### src/rtl/crt_pkg.sv
package crt_pkg;

   // control byte, most significant field first
   typedef struct packed {
      logic ext_flag;   // 7
      logic ovf_flag;   // 6
      logic tx_sel;     // 5
      logic rx_sel;     // 4
      logic ext_en;     // 3
      logic cap_sel;    // 2
      logic src_pin;    // 1
      logic run;        // 0
   } ctrl_t;

   localparam int unsigned REG_CTRL = 0;
   localparam int unsigned REG_MODE = 1;
   localparam int unsigned REG_CNT  = 2;

endpackage

### src/rtl/crt_edge_sync.sv
module crt_edge_sync #(
   parameter int unsigned STAGES = 2
) (
   input  logic clk_i,
   input  logic rst_ni,
   input  logic pin_i,
   output logic fall_o
);

   if (STAGES < 2) begin : g_bad_stages
      $error("crt_edge_sync: STAGES must be at least 2");
   end

   logic [STAGES-1:0] sync_q;
   logic              last_q;

   always_ff @(posedge clk_i or negedge rst_ni) begin
      if (!rst_ni) begin
         sync_q <= '0;
         last_q <= 1'b0;
      end else begin
         sync_q <= {sync_q[STAGES-2:0], pin_i};
         last_q <= sync_q[STAGES-1];
      end
   end

   assign fall_o = last_q & ~sync_q[STAGES-1];

endmodule

### src/rtl/crt_counter.sv
module crt_counter #(
   parameter int unsigned W = 16,
   localparam int unsigned NB = W / 8
) (
   input  logic          clk_i,
   input  logic          rst_ni,
   input  logic          inc_i,
   input  logic          trig_load_i,
   input  logic          trig_cap_i,
   input  logic          ovf_load_i,
   input  logic [NB-1:0] cnt_we_i,
   input  logic [NB-1:0] rld_we_i,
   input  logic [7:0]    wbyte_i,
   output logic [W-1:0]  cnt_o,
   output logic [W-1:0]  rld_o,
   output logic [W-1:0]  cap_o,
   output logic          ovf_o
);

   localparam logic [W-1:0] CNT_MAX = {W{1'b1}};

   logic [W-1:0] cnt_q, rld_q, cap_q;
   logic [W-1:0] cnt_d, rld_d, wrap_val;
   logic         at_max;

   assign at_max   = (cnt_q == CNT_MAX);
   assign ovf_o    = inc_i & at_max;
   assign wrap_val = ovf_load_i ? rld_q : '0;

   always_comb begin
      cnt_d = cnt_q;
      rld_d = rld_q;
      if (trig_load_i)
         cnt_d = rld_q;
      else if (inc_i)
         cnt_d = at_max ? wrap_val : cnt_q + W'(1);
      for (int b = 0; b < NB; b++) begin
         if (cnt_we_i[b]) cnt_d[b*8 +: 8] = wbyte_i;
         if (rld_we_i[b]) rld_d[b*8 +: 8] = wbyte_i;
      end
   end

   always_ff @(posedge clk_i or negedge rst_ni) begin
      if (!rst_ni) begin
         cnt_q <= '0;
         rld_q <= '0;
         cap_q <= '0;
      end else begin
         cnt_q <= cnt_d;
         rld_q <= rld_d;
         if (trig_cap_i) cap_q <= cnt_q;
      end
   end

   assign cnt_o = cnt_q;
   assign rld_o = rld_q;
   assign cap_o = cap_q;

endmodule

### src/rtl/crt_ctrl.sv
module crt_ctrl
   import crt_pkg::*;
(
   input  logic       clk_i,
   input  logic       rst_ni,
   input  logic       ctrl_we_i,
   input  logic       mode_we_i,
   input  logic [7:0] wbyte_i,
   input  logic       set_ovf_i,
   input  logic       set_ext_i,
   output ctrl_t      ctrl_o,
   output logic       ud_o,
   output logic       irq_o
);

   ctrl_t ctrl_q, ctrl_d;
   logic  ud_q;

   always_comb begin
      ctrl_d = ctrl_q;
      if (ctrl_we_i) ctrl_d = ctrl_t'(wbyte_i);
      if (set_ovf_i) ctrl_d.ovf_flag = 1'b1;
      if (set_ext_i) ctrl_d.ext_flag = 1'b1;
   end

   always_ff @(posedge clk_i or negedge rst_ni) begin
      if (!rst_ni) begin
         ctrl_q <= '0;
         ud_q   <= 1'b0;
      end else begin
         ctrl_q <= ctrl_d;
         if (mode_we_i) ud_q <= wbyte_i[0];
      end
   end

   assign ctrl_o = ctrl_q;
   assign ud_o   = ud_q;
   assign irq_o  = ctrl_q.ovf_flag | (ctrl_q.ext_flag & ~ud_q);

endmodule

### src/rtl/cr_timer.sv
module cr_timer
   import crt_pkg::*;
#(
   parameter int unsigned CNT_W       = 16,
   parameter int unsigned SYNC_STAGES = 2,
   localparam int unsigned NB         = CNT_W / 8,
   localparam int unsigned ADDR_W     = $clog2(REG_CNT + 3 * NB)
) (
   input  logic              clk_i,
   input  logic              rst_ni,
   input  logic              tick_i,
   input  logic              cnt_pin_i,
   input  logic              trig_pin_i,
   input  logic              alt_rx_tick_i,
   input  logic              alt_tx_tick_i,
   input  logic              wr_en_i,
   input  logic [ADDR_W-1:0] addr_i,
   input  logic [7:0]        wdata_i,
   output logic [7:0]        rdata_o,
   output logic              irq_o,
   output logic              rx_baud_o,
   output logic              tx_baud_o
);

   localparam int unsigned RLD_BASE = REG_CNT + NB;
   localparam int unsigned CAP_BASE = REG_CNT + 2 * NB;

   if (CNT_W < 8 || CNT_W % 8 != 0) begin : g_bad_width
      $error("cr_timer: CNT_W must be a positive multiple of 8");
   end

   ctrl_t            ctrl;
   logic             ud;
   logic [1:0]       pin_vec, fall_vec;
   logic             serial, inc, trig, trig_load, trig_cap;
   logic             ovf, ovf_q, ctrl_we, mode_we;
   logic [NB-1:0]    cnt_we, rld_we;
   logic [CNT_W-1:0] cnt, rld, cap;

   // pin 0: count source, pin 1: trigger
   assign pin_vec = {trig_pin_i, cnt_pin_i};

   for (genvar p = 0; p < 2; p++) begin : g_pin
      crt_edge_sync #(.STAGES(SYNC_STAGES)) u_sync (
         .clk_i  (clk_i),
         .rst_ni (rst_ni),
         .pin_i  (pin_vec[p]),
         .fall_o (fall_vec[p])
      );
   end

   assign serial    = ctrl.rx_sel | ctrl.tx_sel;
   assign inc       = ctrl.run & (ctrl.src_pin ? fall_vec[0] : tick_i);
   assign trig      = fall_vec[1] & ctrl.ext_en & ~serial;
   assign trig_load = trig & ~ctrl.cap_sel;
   assign trig_cap  = trig & ctrl.cap_sel;

   assign ctrl_we = wr_en_i & (addr_i == ADDR_W'(REG_CTRL));
   assign mode_we = wr_en_i & (addr_i == ADDR_W'(REG_MODE));

   for (genvar b = 0; b < NB; b++) begin : g_lane
      assign cnt_we[b] = wr_en_i & (addr_i == ADDR_W'(REG_CNT + b));
      assign rld_we[b] = wr_en_i & (addr_i == ADDR_W'(RLD_BASE + b));
   end

   crt_counter #(.W(CNT_W)) u_cnt (
      .clk_i       (clk_i),
      .rst_ni      (rst_ni),
      .inc_i       (inc),
      .trig_load_i (trig_load),
      .trig_cap_i  (trig_cap),
      .ovf_load_i  (serial | ~ctrl.cap_sel),
      .cnt_we_i    (cnt_we),
      .rld_we_i    (rld_we),
      .wbyte_i     (wdata_i),
      .cnt_o       (cnt),
      .rld_o       (rld),
      .cap_o       (cap),
      .ovf_o       (ovf)
   );

   crt_ctrl u_ctrl (
      .clk_i     (clk_i),
      .rst_ni    (rst_ni),
      .ctrl_we_i (ctrl_we),
      .mode_we_i (mode_we),
      .wbyte_i   (wdata_i),
      .set_ovf_i (ovf & ~serial),
      .set_ext_i (trig),
      .ctrl_o    (ctrl),
      .ud_o      (ud),
      .irq_o     (irq_o)
   );

   always_ff @(posedge clk_i or negedge rst_ni) begin
      if (!rst_ni) ovf_q <= 1'b0;
      else         ovf_q <= ovf;
   end

   assign rx_baud_o = ctrl.rx_sel ? ovf_q : alt_rx_tick_i;
   assign tx_baud_o = ctrl.tx_sel ? ovf_q : alt_tx_tick_i;

   always_comb begin
      rdata_o = '0;
      if (addr_i == ADDR_W'(REG_CTRL)) rdata_o = ctrl;
      if (addr_i == ADDR_W'(REG_MODE)) rdata_o = {7'b0, ud};
      for (int b = 0; b < NB; b++) begin
         if (addr_i == ADDR_W'(REG_CNT + b))  rdata_o = cnt[b*8 +: 8];
         if (addr_i == ADDR_W'(RLD_BASE + b)) rdata_o = rld[b*8 +: 8];
         if (addr_i == ADDR_W'(CAP_BASE + b)) rdata_o = cap[b*8 +: 8];
      end
   end

endmodule

### config.mk
export PLATFORM = sky130hd
export DESIGN_NAME = cr_timer
export DESIGN_NICKNAME = d
export VERILOG_FILES = /design/src/rtl/crt_pkg.sv /design/src/rtl/crt_edge_sync.sv /design/src/rtl/crt_counter.sv /design/src/rtl/crt_ctrl.sv /design/src/rtl/cr_timer.sv
export SDC_FILE = /design/constraint.sdc
export NUM_CORES = 1
export LEC_CHECK = 0
export ABC_AREA = 0
export BUFFER_PORTS_ARGS = -buffer_cell sky130_fd_sc_hd__buf_4
export CORE_MARGIN = 1.5
export CORE_UTILIZATION = 35
export CTS_BUF_LIST = sky130_fd_sc_hd__clkbuf_8 sky130_fd_sc_hd__clkbuf_16
export DETAILED_ROUTE_END_ITERATION = 6
export GPL_TIMING_DRIVEN = 0
export PLACE_DENSITY_LB_ADDON = 0.25
export SYNTH_ARGS = -nofsm -noshare
export SYNTH_HDL_FRONTEND = slang
export SYNTH_HIERARCHICAL = 1
export SYNTH_SLANG_ARGS = --single-unit
### constraint.sdc
create_clock -name clk_i -period 3.6 [get_ports clk_i]
set_clock_uncertainty 0.1 [all_clocks]
set_input_delay 0.36 -clock clk_i [delete_from_list [all_inputs] [get_ports clk_i]]
set_output_delay 0.36 -clock clk_i [all_outputs]
set_load 0.05 [all_outputs]
# After elaboration in Yosys (flattened, before gate mapping)
# Index checks and enable logic that the tools add are counted.
dict set report totals {
  regBits 64
}
dict set report classes {
  add_sub_neg 1
  n_eq_ne 8
  mux 20
  n_reduce_logical 5
  n_bitwise 24
}
# op n
set ops {}
lappend ops {{8-bit 2-to-1 mux} 11}
lappend ops {{16-bit 2-to-1 mux} 4}
lappend ops {{16-bit by 1-bit adder with 16-bit output (second input constant)} 1}
lappend ops {{1-bit AND} 16}
lappend ops {{16-bit == test (second input constant)} 1}
lappend ops {{3-bit == test (second input constant)} 4}
lappend ops {{3-bit by 2-bit == test with 1-bit output (second input constant)} 2}
lappend ops {{3-bit nonzero test} 2}
lappend ops {{1-bit 2-to-1 mux} 5}
lappend ops {{1-bit inverter} 5}
lappend ops {{2-bit nonzero test} 2}
lappend ops {{3-bit by 1-bit == test with 1-bit output (second input constant)} 1}
lappend ops {{3-bit zero test} 1}
lappend ops {{1-bit OR} 3}

# Logic depth before layout (Yosys ltp)
# Gate-level depths: netlist (run 1).
dict set report logic_depth {
  ltp_word 9
  mapped_depth 10
  depth_no_buf 8
}

# Hierarchy
# The synthesis (run 1) kept the hierarchy.
# module seq_area_each_um2 cells_per_inst area_per_inst_um2 instances
set by_module_without_submodules {}
lappend by_module_without_submodules {crt_counter 1201.2 235 2524.9 1}
lappend by_module_without_submodules {cr_timer 25.0 101 689.4 1}
lappend by_module_without_submodules {crt_ctrl 225.2 24 366.6 1}
lappend by_module_without_submodules {crt_edge_sync 75.1 4 88.8 2}

# Least setup slack after synthesis (run 1)
# OpenSTA, ideal clock, no wires.
dict set report synth_path {
  kind {input -> output}
  startpoint {input addr_i[0]}
  endpoint {output rdata_o[6]}
  arrival_time_ns 2.526
  setup_slack_ns 0.614
  t_required_ns 3.140
  cell_stages 3
  path_cell_list {buf_4 -> buf_2 -> o311ai_0}
}
dict set report synth_via {
  elab_chain_cells 9
  word_cells_on_any_way 16
  cone_classes {eq/ne (7); mux (8); reduce/logical (1)}
}
# item line
set synth_rtl {}
lappend synth_rtl {{start: declaration} cr_timer.sv:17} ;# input logic [ADDR_W-1:0] addr_i,
lappend synth_rtl {{3-bit zero test} cr_timer.sv:105} ;# if (addr_i == ADDR_W'(REG_CTRL)) rdata_o = ctrl;
lappend synth_rtl {{8-bit 2-to-1 mux} cr_timer.sv:105}
lappend synth_rtl {{8-bit 2-to-1 mux} cr_timer.sv:106} ;# if (addr_i == ADDR_W'(REG_MODE)) rdata_o = {7'b0, ud};
lappend synth_rtl {{8-bit 2-to-1 mux} cr_timer.sv:108} ;# if (addr_i == ADDR_W'(REG_CNT + b)) rdata_o = cnt[b*8 +: 8];
lappend synth_rtl {{8-bit 2-to-1 mux} cr_timer.sv:109} ;# if (addr_i == ADDR_W'(RLD_BASE + b)) rdata_o = rld[b*8 +: 8];
lappend synth_rtl {{8-bit 2-to-1 mux} cr_timer.sv:110} ;# if (addr_i == ADDR_W'(CAP_BASE + b)) rdata_o = cap[b*8 +: 8];
lappend synth_rtl {{8-bit 2-to-1 mux} cr_timer.sv:108}
lappend synth_rtl {{8-bit 2-to-1 mux} cr_timer.sv:109}
lappend synth_rtl {{8-bit 2-to-1 mux (*)} cr_timer.sv:110}
lappend synth_rtl {{end: declaration} cr_timer.sv:19} ;# output logic [7:0] rdata_o,
# Mark *: on every way between the ends. The rest lies on a longest branch, timed or not.

# Worst setup path in the final report (run 1)
dict set report layout_path {
  startpoint {register u_ctrl.ctrl_q, in the netlist u_ctrl/ctrl_o[5]}
  endpoint {register u_cnt.cnt_q[15] (netlist: u_cnt/cnt_o[15])}
}
dict set report layout_via {
  word_cells_on_any_way 11
  cone_classes {mux (5); bitwise (5); reduce/logical (1)}
}
# item line
set layout_rtl {}
lappend layout_rtl {{start: declaration} crt_ctrl.sv:16} ;# ctrl_t ctrl_q, ctrl_d;
lappend layout_rtl {{start signal: assignment} crt_ctrl.sv:31} ;# ctrl_q <= ctrl_d;
lappend layout_rtl {{1-bit OR (*)} cr_timer.sv:52} ;# assign serial = ctrl.rx_sel | ctrl.tx_sel;
lappend layout_rtl {{1-bit inverter (*)} cr_timer.sv:54} ;# assign trig = fall_vec[1] & ctrl.ext_en & ~serial;
lappend layout_rtl {{1-bit AND (*)} cr_timer.sv:54}
lappend layout_rtl {{via trig} cr_timer.sv:35} ;# logic serial, inc, trig, trig_load, trig_cap;
lappend layout_rtl {{1-bit AND (*)} cr_timer.sv:55} ;# assign trig_load = trig & ~ctrl.cap_sel;
lappend layout_rtl {{via trig_load} cr_timer.sv:35}
lappend layout_rtl {{16-bit 2-to-1 mux} crt_counter.sv:33} ;# if (trig_load_i)
lappend layout_rtl {{8-bit 2-to-1 mux} crt_counter.sv:38} ;# if (cnt_we_i[b]) cnt_d[b*8 +: 8] = wbyte_i;
lappend layout_rtl {{end signal: assignment} crt_counter.sv:49} ;# cnt_q <= cnt_d;
lappend layout_rtl {{end: declaration} crt_counter.sv:22} ;# logic [W-1:0] cnt_q, rld_q, cap_q;
# The timed path passes the listed nets; every way through them passes the cells marked *. The select of a mux whose other input is x is not followed.
# A chain may end at the register's enable or synchronous reset.

==> results of run 1 <==
-- cells in the final DEF, fill, tap and decap left out, types with 9 or more instances in the layout --
master and count:
a21oi_1 21, clkbuf_1 13, nand2_1 27, clkbuf_8 10, dfrtp_1 64, inv_1 11, o21ai_0 9, mux2_2 40
buf_4 27, a31oi_1 9, nor2_1 30
-- repair_timing --
item	4_1_cts	5_1_grt
hold buffers	2	0
setup endpoints to repair	0	0
endpoints found under the hold margin	2	0
-- sequential cells by signal, indices dropped and copies added, names as in the netlist --
name,flops
u_ctrl/ud_o,1
u_ctrl/ctrl_o,8
g_pin.u_sync/sync_q,4
u_cnt/rld_o,16
u_cnt/cap_o,16
g_pin.u_sync/last_q,2
u_cnt/cnt_o,16
ovf_q,1
-- worst register-to-register path, cell delays in order, from the launching register on --
cell and delay (ns):
dfrtp_1 0.47, nor2_1 0.22, and3_1 0.26, nor2b_1 0.14, clkbuf_1 0.44, clkbuf_1 0.46
nor3b_1 0.11, a221oi_1 0.30, o211ai_1 0.13
-- power by group through the flow --
stage                     sequential, uW  combinational (uW)  clock [uW]
after detailed placement            1290                1000           0
final                               1280                1010         690
after global routing                1320                1110         756
after global placement              1280                 981           0
after floorplan                     1140                 798           0
after CTS                           1270                1010         716
-- routing by layer --
| metal | track usage | share of wire | up-vias |
|---|---|---|---|
| li1 | - | - | 1425 |
| met5 | 0 | 0 | - |
| met2 | 0.306 | 0.45 | 90 |
| met1 | 0.291 | 0.47 | 1517 |
| met3 | 0.0474 | 0.059 | 18 |
| met4 | 0.0781 | 0.020 | 0 |
-- through the flow --
step	cells	cell area (um2)	utilization
4_1_cts	548	4370	0.421
6_report	548	4370	0.421
5_1_grt	548	4370	0.421
2_1_floorplan	368	3760	-
3_3_place_gp	530	4120	0.398
3_5_place_dp	530	4120	0.398
-- worst max path at each step --
stage / startpoint / end / cells after the start
floorplan: addr_i[0] / rdata_o[6] / 3
global placement: u_ctrl/ctrl_o[5] / u_cnt/cnt_o[4] / 9
detailed placement: u_ctrl/ctrl_o[5] / u_cnt/cnt_o[4] / 9
CTS: u_ctrl/ctrl_o[5] / u_cnt/cnt_o[15] / 8
global route: u_ctrl/ctrl_o[5] / u_cnt/cnt_o[4] / 9
finish: u_ctrl/ctrl_o[5] / u_cnt/cnt_o[15] / 8
-- area by class of cell --
cell class,count,area [um2]
clock buffers,10,138
inverters,11,41.3
repair buffers,28,215
flip-flops and latches,64,1600
plain buffers,24,145
clock inverters,6,83.8
fillers,1050,6000
well taps,136,170
multi-input cells,269,1970
-- kinds of logic (layout without fill, tap and decap cells) --
logic type / after synthesis / after routing / share of synthesized area
muxes: 52 / 52 / 0.161
xor gates and xnor gates: 12 / 12 / 0.0280
and+or+nand+nor: 122 / 122 / 0.179
DFF: 64 / 64 / 0.426
AOI/OAI and AO/OA: 82 / 82 / 0.152
adders and majority gates: 1 / 1 / 0.00333
buffers and inverters: 35 / 79 / 0.0496
==> summary.txt, run 1 <==
Critical path
  – Crit path kind: register to register
  – Reg2Reg Setup Slack: 0.82 ns
  – Worst Path Arrival: 2.90 ns
  – Buffers and inverters on the worst path: 2
  – Most frequent CP cell: clkbuf_1
  – Critical path fanouts, max: 10
  – Cell Chain, Critical Path: nor2_1, and3_1, nor2b_1, clkbuf_1, clkbuf_1, nor3b_1, a221oi_1, o211ai_1
  – Reg2Reg Capture Point: u_cnt/cnt_o[15]
  – Slowest cell on the critical path: dfrtp_1
  – CP Launch Type: register
  – Crit Reg-Reg Startpoint: u_ctrl/ctrl_o[5]
  – CP Capture Type: register
  – Reg2Reg Depth: 8
  – Delay-heaviest family, CP: buffers and inverters
  – Critical Path RT: 3.72 ns
  – Max incr delay on CP: 0.47 ns

Layout
  – Net count, final: 427
  – Share of cells above drive strength 1: 0.267
  – ANT cells: 0
  – Area grow syn2layout: 16.1%

Timing
  – Post-Route Setup TNS: 0 ns
  – FMAX: 359 MHz
  – Max-slew violation count: 0
  – Tcrit/Tclk final: 0.773
  – Final hold violations: 0
  – Least-Margin Pin Slew: 0.831 ns
  – RSZ-0062 raised after global routing: false
  – Fin crit period: 2.78 ns
  – Final setup violating endpoints: 0
  – Worst slew margin: 0.446
  – Setup ws final: 0.818 ns
  – Hold Slack: 0.0117 ns

Synth
  – Distinct cell type count after synthesis: 62
  – Syn nets: 388
  – Post-Syn Area: 0.00376 mm2
  – Most common flop cell mapped by yosys: dfrtp_1
  – Post-synthesis sequential area ratio: 0.426
  – Yosys top cell by area: dfrtp_1
  – Top post-synthesis cells by area: dfrtp_1 (43%), mux2_2 (12%), nor2_1 (3.0%)
  – #FFs+latches synth: 64
  – Post-synth ARST share: 1.00
  – Synthesis Warnings: 6
  – Post-synth top cells: dfrtp_1 (64), mux2_2 (40), nor2_1 (30)
  – Cells after synthesis: 368
  – Top-area cell type share of the netlist area: 0.426
  – Cell with the most instances after synthesis: dfrtp_1
  – Syn avg cell area: 10.2 um2
  – Number of synthesized flops with an enable pin: 0

Routing
  – DR vias/cell: 5.57
  – Vias: 3050
  – Avg WL per Cell: 19.7 um
  – Number of remaining DRC errors: 0
  – Antenna-violating nets left: 0
  – 1st-iter DRT viols: 251
  – First drt pass iteration count: 5
  – Final WL: 10800 um

Global route
  – Vias in the first global route: 3097
  – Pin count of the biggest net entering global routing: 65
  – Tot GR Track Use: 0.206
  – Initial antenna violation count: 0
  – Grt total ovfl: 0
  – First-pass GRT wire length: 17400 um

Min path
  – Worst min-delay path class: input pin to async pin

Floorplanning
  – Die Ht: 107 um
  – Core footprint: 0.0104 mm2
  – Die X: 107 um
  – Num ports: 30
  – Die area: 0.0114 mm2
  – Row count: 37
  – Starting Density: 0.362

Clock network
  – Clock Latency Late Sink: 0.36 ns
  – Post-cts sizing count: 0
  – Root Buffer: clkbuf_8
  – CTS buffer count: 9
  – Maximum clock path buffer count: 2
  – H-tree depth: 3
  – Sinks on Clock Net: 64
  – Worst-path clk slew: 0.07 ns
  – Postcts setup bufs: 0
  – CTS tree: built

Pwr
  – Internal: 1840 uW
  – P_sw: 1140 uW
  – Part of the power in the clock network: 0.231
  – Switching portion of total power: 0.383
  – Total power: 2980 uW
  – Pwr Density: 683 mW/mm2
  – Pleak: 0.00183 uW
  – Comb pwr share: 0.339
  – Peak supply drop: 0.255 mV
  – Seq pwr share: 0.430

Place
  – Setup WS pre-CTS: 0.892 ns
  – Gpl congestion: 0.911
  – HPWL after DPL: 7890 um
  – Input/output buffers: 26

Job
  – Number of max-cap violations: 0

Status
  – Outcome: complete, no violations
Note: power is estimated with default switching activity, not from simulation.
==> inputs of run 2 (changes only) <==
- ABC_AREA: 0 -> 1
- clock period: 3.6 -> 2.59 ns (I/O delays scaled with it)
==> summary.txt, run 2 <==
Critical path
  – Max incr delay on CP: 0.95 ns (+0.48 ns)
  – Crit Reg-Reg Startpoint: u_ctrl/ctrl_o[5]
  – Critical Path RT: 2.23 ns (-1.49 ns)
  – Buffers and inverters on the worst path: 3 (+1)
  – CP Launch Type: input pin
  – Cell Chain, Critical Path: buf_4, inv_2, nor3_1, nand2_1, nand3_1, buf_4
  – CP Capture Type: output pin
  – Slowest cell on the critical path: nor3_1
  – Critical path fanouts, max: 9 (-1)
  – Crit path kind: input pin to output pin
  – Delay-heaviest family, CP: simple AND/OR/NAND/NOR gates
  – Crit path launch: addr_i[2]
  – Most frequent CP cell: buf_4
  – Worst Path Arrival: 2.03 ns (-0.87 ns)

Place
  – Setup WS pre-CTS: 0.224 ns (-0.668 ns)
  – Input/output buffers: 28 (+7.7%)
  – Gpl congestion: 0.949 (+4.3%)
  – HPWL after DPL: 8200 um (+4.0%)
  – Area of placed instances: 0.00407 mm2 (-1.4%)
  – Inst Count DP: 690 (+30%)

Timing
  – Fin crit period: 2.39 ns
  – Least-Margin Pin Slew: 1.25 ns (+0.418 ns)
  – Final setup violating endpoints: 0 (unchanged)
  – Tcrit/Tclk final: 0.923
  – Worst slew margin: 0.161 (-0.285)
  – RSZ-0062 raised after global routing: false
  – FMAX: 418 MHz
  – Setup ws final: 0.198 ns (-0.620 ns)
  – Post-Route Setup TNS: 0 ns (unchanged)
  – Max-slew violation count: 0 (unchanged)
  – Final hold violations: 0 (unchanged)

Synth
  – Post-synth top cells: nand2_1 (167), nor2_1 (69), dfrtp_1 (64)
  – Number of synthesized flops with an enable pin: 0 (unchanged)
  – Top post-synthesis cells by area: dfrtp_1 (43%), nand2_1 (17%), nor2_1 (7.0%)
  – Most common flop cell mapped by yosys: dfrtp_1
  – Cells after synthesis: 526 (+43%)
  – Post-synth ARST share: 1.00 (unchanged)
  – Top-area cell type share of the netlist area: 0.435 (+0.00854)
  – Yosys top cell by area: dfrtp_1
  – Cell with the most instances after synthesis: nand2_1
  – Post-synthesis sequential area ratio: 0.435 (+0.00854)
  – Synthesis Warnings: 6 (unchanged)
  – Syn nets: 546 (+41%)
  – Post-Syn Area: 0.00368 mm2 (-2.0%)
  – #FFs+latches synth: 64 (unchanged)
  – Distinct cell type count after synthesis: 28 (-55%)
  – Syn avg cell area: 7.01 um2 (-31%)

Status
  – Outcome: complete, no violations

Clock network
  – Root Buffer: clkbuf_8
  – Maximum clock path buffer count: 2 (unchanged)
  – Clock Latency Late Sink: 0.34 ns (-0.02 ns)
  – CTS buffer count: 9 (unchanged)
  – Worst-path clk slew: 0.07 ns (about the same)
  – CTS tree: built
  – Sinks on Clock Net: 64 (unchanged)
  – H-tree depth: 3 (unchanged)

Pwr
  – Switching portion of total power: 0.396 (+0.0131)
  – Part of the power in the clock network: 0.250 (+0.019)
  – Peak supply drop: 0.341 mV (+34%)
  – Seq pwr share: 0.423 (-0.007)
  – Pwr Density: 909 mW/mm2 (+33%)
  – Internal: 2380 uW (+29%)
  – Pleak: 0.00219 uW (+19%)
  – P_sw: 1560 uW (+36%)
  – Comb pwr share: 0.328 (-0.011)

Min path
  – Hold path start: wdata_i[4]
  – Worst min-delay path class: input pin to register

Global route
  – First-pass GRT wire length: 17500 um (+0.52%)
  – Grt total ovfl: 0 (unchanged)
  – Pin count of the biggest net entering global routing: 65 (unchanged)
  – Initial antenna violation count: 0 (unchanged)
  – Vias in the first global route: 3277 (+5.8%)
  – Tot GR Track Use: 0.206 (-0.000302)

Layout
  – ANT cells: 0 (unchanged)
  – Share of cells above drive strength 1: 0.126 (-0.141)
  – Final instance area: 0.00433 mm2 (-0.89%)
  – Area grow syn2layout: 17.4%
  – Fin util: 0.421 (about the same)
  – Most frequent cells in the layout: nand2_1 (167), nor2_1 (69), dfrtp_1 (64)
  – Commonest non-fill, non-tap cell in the layout: nand2_1
  – Non-filler cells, final: 709 (+29%)
  – Net count, final: 588 (+38%)

Floorplanning
  – Die area: 0.0112 mm2 (-1.9%)
  – Die X: 106 um (-0.96%)
  – Die Ht: 106 um (-0.96%)
  – Row count: 37 (unchanged)
  – Core footprint: 0.0103 mm2 (-0.89%)
  – Starting Density: 0.359 (-0.00392)
  – Num ports: 30 (unchanged)

Routing
  – Avg WL per Cell: 15.2 um (-23%)
  – First drt pass iteration count: 5 (unchanged)
  – 1st-iter DRT viols: 292 (+16%)
  – Number of remaining DRC errors: 0 (unchanged)
  – Vias: 3531 (+16%)
  – Antenna-violating nets left: 0 (unchanged)
  – DR vias/cell: 4.98 (-11%)
  – Final WL: 10800 um (about the same)

Job
  – Number of max-cap violations: 0 (unchanged)
run 2: changes by cell type after synthesis, moves of 7 or more:
cell,change
mux2i_1,-8
a31oi_1,-9
nand2_1,+140
mux2_2,-35
nand3_1,+43
a21oi_1,+20
nor2_1,+39
inv_1,+51
xnor2_1,-7
run 2: cell type report:
class / count / area, um2
clock inverters: 5 / 80.1
plain buffers: 13 / 71.3
repair buffers: 31 / 240
multi-input cells: 383 / 1760
fillers: 1091 / 5950
flip-flops and latches: 64 / 1600
inverters: 66 / 255
well taps: 136 / 170
clock buffers: 11 / 151
run 2: per-layer routing:
metal / vias to the layer above / routed length [um] / track usage
met4: 0 / 363 / 0.0975
met5: - / 0 / 0
met3: 21 / 540 / 0.0210
met2: 117 / 4710 / 0.314
met1: 1637 / 5170 / 0.293
li1: 1756 / - / -
run 2: worst paths after layout:
check                                             to  slack (ns)  cells after the start
min in group asynchronous     g_pin[0].u_sync/last_q        0.44                      2
hold reg to reg            g_pin[0].u_sync/sync_q[1]        0.25                      0
hold / removal                      u_ctrl/ctrl_o[4]        0.02                      3
setup reg to reg                      u_cnt/cnt_o[4]        0.30                     10
setup / recovery                          rdata_o[0]        0.20                      6
max in group asynchronous             u_cnt/cnt_o[2]        1.39                      2
run 2: through the flow:
| stage | total power, uW | hold slack, ns |
|---|---|---|
| 2_1_floorplan | 2510 | -0.137 |
| 3_3_place_gp | 2920 | 0.235 |
| 3_5_place_dp | 2940 | 0.240 |
| 4_1_cts | 3940 | 0.0143 |
| 5_1_grt | 4220 | 0.0300 |
| 6_report | 3930 | 0.0241 |
run 2: timing repair:
action                     4_1_cts  5_1_grt
setup endpoints to repair        0        0
hold buffers                     3        0
resized for setup                0        0
buffers inserted                 0        0
hold endpoints to repair        66        0
run 2: power by group through the flow:
stage	sequential, uW	clock (uW)	combinational (uW)
after floorplan	1560	0	956
after global placement	1660	0	1260
after detailed placement	1670	0	1270
after CTS	1650	1000	1280
after global routing	1710	1040	1460
final	1660	982	1290
run 2: logic make-up after synthesis:
group / Yosys count / synth area share
buffers and inverters: 79 / 0.0886
adders and majority gates: 1 / 0.00340
AOI/OAI and AO/OA: 53 / 0.0744
xor gates and xnor gates: 4 / 0.00951
muxes: 5 / 0.0153
and+or+nand+nor: 320 / 0.374
DFF: 64 / 0.435
run 2: tightest hold or removal path, delay by kind of cell:
kind / cells / cell delay (ns)
buf+inv: 1 / 0.08
simple gates: 2 / 0.09
